### src/rtl/eep_pkg.sv
package eep_pkg;
  typedef enum logic [2:0] {
    ST_IDLE,
    ST_CTRL,
    ST_ADDR,
    ST_WDAT,
    ST_ACK,
    ST_TX,
    ST_TXACK
  } eep_state_t;
endpackage

### src/rtl/eep_line_sync.sv
module eep_line_sync #(
  parameter int SYNC_STAGES = 2
) (
  input  logic clk,
  input  logic rst,
  input  logic scl_i,
  input  logic sda_i,
  output logic scl_s,
  output logic sda_s,
  output logic scl_rise,
  output logic scl_fall,
  output logic start_det,
  output logic stop_det
);
  logic [SYNC_STAGES-1:0] scl_q, sda_q;
  logic scl_p, sda_p;

  for (genvar k = 0; k < SYNC_STAGES; k++) begin : g_stage
    if (k == 0) begin : g_first
      always_ff @(posedge clk) begin
        if (rst) begin
          scl_q[0] <= 1'b1;
          sda_q[0] <= 1'b1;
        end else begin
          scl_q[0] <= scl_i;
          sda_q[0] <= sda_i;
        end
      end
    end else begin : g_next
      always_ff @(posedge clk) begin
        if (rst) begin
          scl_q[k] <= 1'b1;
          sda_q[k] <= 1'b1;
        end else begin
          scl_q[k] <= scl_q[k-1];
          sda_q[k] <= sda_q[k-1];
        end
      end
    end
  end

  assign scl_s = scl_q[SYNC_STAGES-1];
  assign sda_s = sda_q[SYNC_STAGES-1];

  always_ff @(posedge clk) begin
    if (rst) begin
      scl_p <= 1'b1;
      sda_p <= 1'b1;
    end else begin
      scl_p <= scl_s;
      sda_p <= sda_s;
    end
  end

  assign scl_rise  = scl_s & ~scl_p;
  assign scl_fall  = ~scl_s & scl_p;
  assign start_det = scl_s & scl_p & sda_p & ~sda_s;
  assign stop_det  = scl_s & scl_p & ~sda_p & sda_s;
endmodule

### src/rtl/eep_addr_ptr.sv
module eep_addr_ptr #(
  parameter int ADDR_W = 8,
  parameter int PAGE_W = 3
) (
  input  logic              clk,
  input  logic              rst,
  input  logic              load,
  input  logic [ADDR_W-1:0] load_val,
  input  logic              inc_page,
  input  logic              inc_full,
  output logic [ADDR_W-1:0] ptr
);
  logic [ADDR_W-1:0] page_next;

  if (PAGE_W >= ADDR_W) begin : g_flat
    assign page_next = ptr + 1'b1;
  end else begin : g_paged
    logic [PAGE_W-1:0] low_next;
    assign low_next  = ptr[PAGE_W-1:0] + 1'b1;
    assign page_next = {ptr[ADDR_W-1:PAGE_W], low_next};
  end

  always_ff @(posedge clk) begin
    if (rst)           ptr <= '0;
    else if (load)     ptr <= load_val;
    else if (inc_page) ptr <= page_next;
    else if (inc_full) ptr <= ptr + 1'b1;
  end
endmodule

### src/rtl/eep_bus_slave.sv
module eep_bus_slave #(
  parameter int         ADDR_W      = 8,
  parameter int         PAGE_W      = 3,
  parameter int         SYNC_STAGES = 2,
  parameter logic [3:0] DEV_CODE    = 4'b1010
) (
  input  logic              clk,
  input  logic              rst,
  input  logic              scl_i,
  input  logic              sda_i,
  output logic              sda_oe,
  input  logic              busy_i,
  output logic [ADDR_W-1:0] ptr_o,
  output logic              wr_valid,
  output logic [ADDR_W-1:0] wr_addr,
  output logic [7:0]        wr_data,
  input  logic [7:0]        rd_data_i,
  output logic              xfer_end
);
  import eep_pkg::*;

  localparam int BITS = 8;
  localparam logic [3:0] LAST = 4'(BITS);

  logic scl_s, sda_s, scl_rise, scl_fall, start_det, stop_det;
  eep_state_t st, after_st;
  logic [3:0] cnt;
  logic [7:0] rx_sh, tx_sh;
  logic       m_ack;
  logic       p_load, p_inc_page, p_inc_full;
  logic [ADDR_W-1:0] ptr;

  eep_line_sync #(.SYNC_STAGES(SYNC_STAGES)) u_sync (
    .clk(clk), .rst(rst), .scl_i(scl_i), .sda_i(sda_i),
    .scl_s(scl_s), .sda_s(sda_s), .scl_rise(scl_rise), .scl_fall(scl_fall),
    .start_det(start_det), .stop_det(stop_det)
  );

  eep_addr_ptr #(.ADDR_W(ADDR_W), .PAGE_W(PAGE_W)) u_ptr (
    .clk(clk), .rst(rst), .load(p_load), .load_val(rx_sh[ADDR_W-1:0]),
    .inc_page(p_inc_page), .inc_full(p_inc_full), .ptr(ptr)
  );

  assign ptr_o = ptr;

  always_ff @(posedge clk) begin
    if (rst) begin
      st         <= ST_IDLE;
      after_st   <= ST_IDLE;
      cnt        <= '0;
      rx_sh      <= '0;
      tx_sh      <= '0;
      m_ack      <= 1'b0;
      sda_oe     <= 1'b0;
      wr_valid   <= 1'b0;
      wr_addr    <= '0;
      wr_data    <= '0;
      xfer_end   <= 1'b0;
      p_load     <= 1'b0;
      p_inc_page <= 1'b0;
      p_inc_full <= 1'b0;
    end else begin
      wr_valid   <= 1'b0;
      xfer_end   <= 1'b0;
      p_load     <= 1'b0;
      p_inc_page <= 1'b0;
      p_inc_full <= 1'b0;
      if (start_det) begin
        st     <= ST_CTRL;
        cnt    <= '0;
        sda_oe <= 1'b0;
      end else if (stop_det) begin
        st       <= ST_IDLE;
        cnt      <= '0;
        sda_oe   <= 1'b0;
        xfer_end <= 1'b1;
      end else begin
        unique case (st)
          ST_CTRL, ST_ADDR, ST_WDAT: begin
            if (scl_rise) begin
              rx_sh <= {rx_sh[6:0], sda_s};
              cnt   <= cnt + 1'b1;
            end else if (scl_fall && cnt == LAST) begin
              cnt <= '0;
              if (st == ST_CTRL) begin
                if (rx_sh[7:4] == DEV_CODE && !busy_i) begin
                  sda_oe   <= 1'b1;
                  st       <= ST_ACK;
                  after_st <= rx_sh[0] ? ST_TX : ST_ADDR;
                end else begin
                  st <= ST_IDLE;
                end
              end else if (st == ST_ADDR) begin
                p_load   <= 1'b1;
                sda_oe   <= 1'b1;
                st       <= ST_ACK;
                after_st <= ST_WDAT;
              end else begin
                wr_valid   <= 1'b1;
                wr_addr    <= ptr;
                wr_data    <= rx_sh;
                p_inc_page <= 1'b1;
                sda_oe     <= 1'b1;
                st         <= ST_ACK;
                after_st   <= ST_WDAT;
              end
            end
          end
          ST_ACK: begin
            if (scl_fall) begin
              if (after_st == ST_TX) begin
                tx_sh      <= rd_data_i;
                sda_oe     <= ~rd_data_i[7];
                p_inc_full <= 1'b1;
                cnt        <= '0;
              end else begin
                sda_oe <= 1'b0;
              end
              st <= after_st;
            end
          end
          ST_TX: begin
            if (scl_rise) begin
              cnt <= cnt + 1'b1;
            end else if (scl_fall) begin
              if (cnt == LAST) begin
                sda_oe <= 1'b0;
                m_ack  <= 1'b0;
                st     <= ST_TXACK;
              end else begin
                tx_sh  <= {tx_sh[6:0], 1'b0};
                sda_oe <= ~tx_sh[6];
              end
            end
          end
          ST_TXACK: begin
            if (scl_rise) begin
              if (sda_s) st <= ST_IDLE;
              else       m_ack <= 1'b1;
            end else if (scl_fall && m_ack) begin
              tx_sh      <= rd_data_i;
              sda_oe     <= ~rd_data_i[7];
              p_inc_full <= 1'b1;
              cnt        <= '0;
              st         <= ST_TX;
            end
          end
          default: ;
        endcase
      end
    end
  end
endmodule

### config.mk
export PLATFORM = sky130hd
export DESIGN_NAME = eep_bus_slave
export DESIGN_NICKNAME = d
export VERILOG_FILES = /design/src/rtl/eep_pkg.sv /design/src/rtl/eep_line_sync.sv /design/src/rtl/eep_addr_ptr.sv /design/src/rtl/eep_bus_slave.sv
export SDC_FILE = /design/constraint.sdc
export NUM_CORES = 1
export LEC_CHECK = 0
export ABC_AREA = 1
export CAP_MARGIN = 25
export CORE_MARGIN = 2
export CORE_UTILIZATION = 45
export DETAILED_ROUTE_END_ITERATION = 7
export PLACE_DENSITY = 0.8
export SLEW_MARGIN = 20
export SYNTH_ARGS = -nofsm -noshare
export SYNTH_HDL_FRONTEND = slang
export SYNTH_SLANG_ARGS = --single-unit
### constraint.sdc
create_clock -name clk -period 3.6 [get_ports clk]
set_input_delay 1.08 -clock clk [delete_from_list [all_inputs] [get_ports clk]]
set_output_delay 1.08 -clock clk [all_outputs]
set_load 0.05 [all_outputs]
# [Word-level counts from Yosys, hierarchy flattened]
# Index checks and enable logic that the tools add are counted.
[word_totals] register_bits=61 out_inout_bits=27
[op_classes] addsub=3 eq_ne=36 mux=62 bitwise_logic=20 reduce_logical=24
[op_table] cell="7-bit two-way mux" n=7
[op_table] cell="3-bit two-way mux" n=14
[op_table] cell="4-bit two-way mux" n=7
[op_table] cell="2-bit inequality test, second input constant" n=14
[op_table] cell="9-bit AND reduction" n=3
[op_table] cell="1-bit two-way mux" n=25
[op_table] cell="8-bit two-way mux" n=3
[op_table] cell="4-bit inequality test, second input constant" n=6
[op_table] cell="7-bit case mux with 3 select lines" n=1
[op_table] cell="4-bit case mux with 4 select lines" n=1
[op_table] cell="7-bit AND reduction" n=2
[op_table] cell="1-bit NOT" n=13
[op_table] cell="3-bit == test, second input constant" n=4
[op_table] cell="3-bit case mux with 4 select lines" n=1
[op_table] cell="10-bit AND reduction" n=1
[op_table] cell="3-bit inequality test, second input constant" n=3
[op_table] cell="8-bit by 1-bit adder with 8-bit output, second input constant" n=1
[op_table] cell="4-bit == test, second input constant" n=2
[op_table] cell="8-bit AND reduction" n=1
[op_table] cell="1-bit bitwise AND" n=7
[op_table] cell="7-bit OR reduction" n=1
[op_table] cell="3-bit by 2-bit == test with 1-bit output, second input constant" n=2
[op_table] cell="6-bit AND reduction" n=1
[op_table] cell="3-bit nonzero test" n=2
[op_table] cell="other kinds (18)" n=23

# [Logic depth before layout (Yosys ltp)]
[depth] word_depth=9 depth_mapped=12 ltp_nobuf=12

# [Cells and area by module]
# From an unflattened synthesis, not the netlist that was laid out.
[unflattened] hier_cells=456 hier_area_um2=3049.2
[by_module_without_submodules] module="eep_bus_slave" instances=1 cells_each=352 area_per_inst_um2=2329.7 seq_area_each_um2=940.9
[by_module_without_submodules] module="eep_addr_ptr" instances=1 cells_each=80 area_per_inst_um2=521.8 seq_area_each_um2=160.2
[by_module_without_submodules] module="eep_line_sync" instances=1 cells_each=24 area_per_inst_um2=197.7 seq_area_each_um2=120.1

# [Least setup slack after synthesis]
# Ideal clock, no wire load.
[synth_timing] kind="input to register" start="input busy_i" end="register after_st[1]" setup_ps=70 arrival_ps=1831 required_ps=3530 slack_ps=1698 path_stages=6 cell_sequence="nor3_1 nand2_1 nand2_1 nand3_1 or2_1 a21oi_1"
[synth_between] elab_chain_cells=4
[synth_lines] item="start, declared" line="eep_bus_slave.sv:12" source="input logic busy_i,"
[synth_lines] item="1-bit zero test" line="eep_bus_slave.sv:86" source="if (rx_sh[7:4] == DEV_CODE && !busy_i) begin"
[synth_lines] item="1-bit logical AND" line="eep_bus_slave.sv:86"
[synth_lines] item="2-bit by 1-bit inequality test with 1-bit output (no source line)"
[synth_lines] item="6-bit AND reduction (no source line)"
[synth_lines] item="end signal, assigned" line="eep_bus_slave.sv:89" source="after_st <= rx_sh[0] ? ST_TX : ST_ADDR;"
[synth_lines] item="end, declared" line="eep_bus_slave.sv:26" source="eep_state_t st, after_st;"
# No other way between the ends.
# A chain may end at the register's enable or synchronous reset.

# [Worst setup path after layout]
[layout_timing] start="register u_ptr.ptr[2]" end="output ptr_o[2]"
[layout_lines] item="start, declared" line="eep_addr_ptr.sv:11" source="output logic [ADDR_W-1:0] ptr"
[layout_lines] item="start signal, assigned" line="eep_addr_ptr.sv:25" source="else if (load) ptr <= load_val;"
[layout_lines] item="start signal, assigned" line="eep_addr_ptr.sv:26" source="else if (inc_page) ptr <= page_next;"
[layout_lines] item="start signal, assigned" line="eep_addr_ptr.sv:27" source="else if (inc_full) ptr <= ptr + 1'b1;"
[layout_lines] item="end, declared" line="eep_bus_slave.sv:13" source="output logic [ADDR_W-1:0] ptr_o,"
# No word-level cell between the ends.

==> run_results.csv <==
group,metric,value,unit
worst_setup_path,criticalPathCategory,"reg -> out",
sta,setup_viol,0,
clock_tree,clkLatencyLatePin,0.34,ns
clock_tree,numCtsBuffers,9,
power_and_ir_drop,peakVddDrop,244,uV
sta,worstMarginPinSlew,0.794,ns
synth,synth_enable_flop_cells,0,
synth,synth-main-ff-cell,"dfxtp_1",
die,die_x,83.8,um
worst_setup_path,crit_chain,"clkdlybuf4s50_1",
place,gp_congestion,0.898,
worst_setup_path,cpMaxStageDelayCell,"clkdlybuf4s50_1",
place,portBuffers,39,
sta,report.final.slew_viol_count,0,
job,drv_cap,0,
die,coreArea,0.00624,mm2
clock_tree,cts_root_buf,"clkbuf_8",
synth,synth_seq_area_share,42.7,%
detailed_routing,wl_per_cell,12.2,um
die,start_util,45.9,%
final_layout,nNetsFinal,470,
synth,synth_area,0.00286,mm2
worst_setup_path,cp_max_fo,6,
place,dp_hpwl,4.67,mm
synth,async_reset_ff_share,0,%
power_and_ir_drop,p_total,1.67,mW
worst_setup_path,endpoint_kind,"output port",
synth,synth_cell_type_count,32,
clock_tree,cts.sinks,61,
worst_setup_path,worst_path_largest_cell_delay,0.84,ns
sta,rsz0062_at_grt,"false",
grt,antenna_found_initial,0,
worst_setup_path,cp.arrival,1.60,ns
final_layout,fill_cells,594,
sta,fin_crit_sh,74.4,%
final_layout,drive_gt1_share,8.71,%
synth,synth_top_area_share,42.7,%
synth,synth_top_cell_by_area,"dfxtp_1",
detailed_routing,vias,2764,
sta,period_minus_slack,2.68,ns
synth,ys_top_cells_by_area,"dfxtp_1 43%, nand2_1 13%, a21oi_1 7.0%",
detailed_routing,routed_via_density,5.16,
grt,grt_pass1_wl,10.7,mm
sta,setup-tns-final,0,ns
detailed_routing,drcViolationCount,0,
synth,ys.warnings.count,0,
synth,synth_seq_cells,61,
power_and_ir_drop,p_leak,1.38,nW
grt,track_usage,18.9,%
synth,synth_xor_area_share,0.612,%
clock_tree,htreeDepth,3,
synth,synth_nets,429,
clock_tree,post_cts_buffers,0,
final_layout,diodes,0,
status,status,"finished clean",
detailed_routing,ant_nets,0,
die,die_h,83.8,um
clock_tree,postCtsResizedCells,0,
clock_tree,path_clk_slew,0.07,ns
die,rows,29,
min_path,hold_class,"reg -> reg",
sta,max_freq,373,MHz
synth,synth_top_family_by_area,"simple AND/OR/NAND/NOR gates",
detailed_routing,drt_first_pass_iters,4,
clock_tree,hold_buffers,0,
clock_tree,clockBufferDepth,2,
sta,clock_skew,0.00780,ns
detailed_routing,drtIter0Drc,129,
synth,yosys.area_share.simple,32.3,%
grt,grt_pass1_vias,2434,
detailed_routing,drt_wl_total,6.52,mm
synth,synth_cells,413,
power_and_ir_drop,powerDensity,477,mW/mm2
worst_setup_path,cpLargestDelayFamily,"buffers and inverters",
worst_setup_path,cp.required,2.52,ns
clock_tree,cts_tree,"done",
synth,synth_compound_area_share,16.4,%
synth,avgSynthCellArea,6.93,um2
grt,grt_max_degree,33,
die,io_pins,40,
die,dieArea,0.00702,mm2
synth,synthAdderAreaFrac,1.31,%
final_layout,area_delta_synth_final,22.1,%
sta,hold_viol_final,0,
worst_setup_path,crit_buf_inv,1,
grt,overflow,0,
worst_setup_path,startpoint_type,"register",
synth,muxShareOfSynthArea,0,%
sta,relSlewSlack,47.0,%
cells by family after synthesis:
logic type,Yosys count
xor+xnor,2
flops,61
simple gates,210
compound gates,90
buf+inv,47
fa+ha+maj,3
final timing paths:
path,start,end,slack (ns),depth (start not counted)
setup / recovery,u_ptr.ptr[2],ptr_o[2],0.92,1
hold / removal,u_sync.scl_q[0],u_sync.scl_s,0.41,1
setup reg to reg,st[0],tx_sh[0],1.68,8
hold reg to reg,u_sync.scl_q[0],u_sync.scl_s,0.41,1
synth_stat cells, types with 3 or more instances:
master     n
a21oi_1   40
a31oi_1    3
clkbuf_1   6
dfxtp_1   61
ha_1       3
inv_1     31
inv_2      5
nand2_1   99
nand3_1   31
nand4_1    4
nor2_1    53
nor2_4     4
nor3_1     5
o21ai_0   37
o21ai_1    5
or2_2      5
layer usage:
layer,GRT usage (%),part of all wire (%),vias up
met5,0,0,-
met4,6.16,1.6,0
met3,5.64,4.9,12
met2,32.1,46,77
met1,22.9,47,1232
li1,-,-,1443
power by group:
group	internal [mW]	switching [mW]
Combinational	0.110	0.227
Sequential	0.711	0.0331
Clock	0.315	0.273
Total	1.14	0.533
stage by stage:
stage | hold WS, ns | utilization (%) | area [um2] | setup slack, ns | std cells
final | 0.409 | 56.0 | 3500 | 0.922 | 536
after global routing | 0.419 | 56.0 | 3500 | 0.881 | 536
after CTS | 0.410 | 56.0 | 3500 | 0.917 | 536
after detailed placement | 0.394 | 53.0 | 3310 | 1.05 | 520
after global placement | 0.394 | 53.0 | 3310 | 1.03 | 520
after floorplan | 0.389 | - | 2860 | 1.70 | 413
state kept, by name, summed over array words and instances (netlist names), 3 cells and up:
name       count
after_st       3
cnt            4
rx_sh          8
st             3
tx_sh          7
u_ptr.ptr      8
wr_addr        8
wr_data        8
placed cells by master, fill, tap and decap left out, types with 2 or more instances in the layout:
cell type	Yosys	routed
inv_2	5	5
nand4_1	4	4
a21oi_1	40	40
nand2_1	99	99
o21ai_2	2	2
nand2_2	2	2
clkdlybuf4s50_1	0	39
o21ai_1	5	5
xor2_1	2	2
or2_2	5	5
nor3_1	5	5
nand3_1	31	31
clkinv_2	1	5
nor2_4	4	4
o21ai_0	37	37
dfxtp_1	61	61
clkbuf_8	0	9
inv_1	31	31
a31oi_1	3	3
nor2_2	2	2
ha_1	3	3
nor2_1	53	53
final cells by class:
type	count	area [um2]	share of cell area (%)
multi-input cells	305	1450	41.5
flip-flops and latches	61	1220	34.9
repair buffers	40	398	11.4
inverters	37	140	4.01
clock buffers	9	124	3.54
well taps	77	96.3	2.76
clock inverters	7	66.3	1.90
Power figures use the tool's default switching activity.
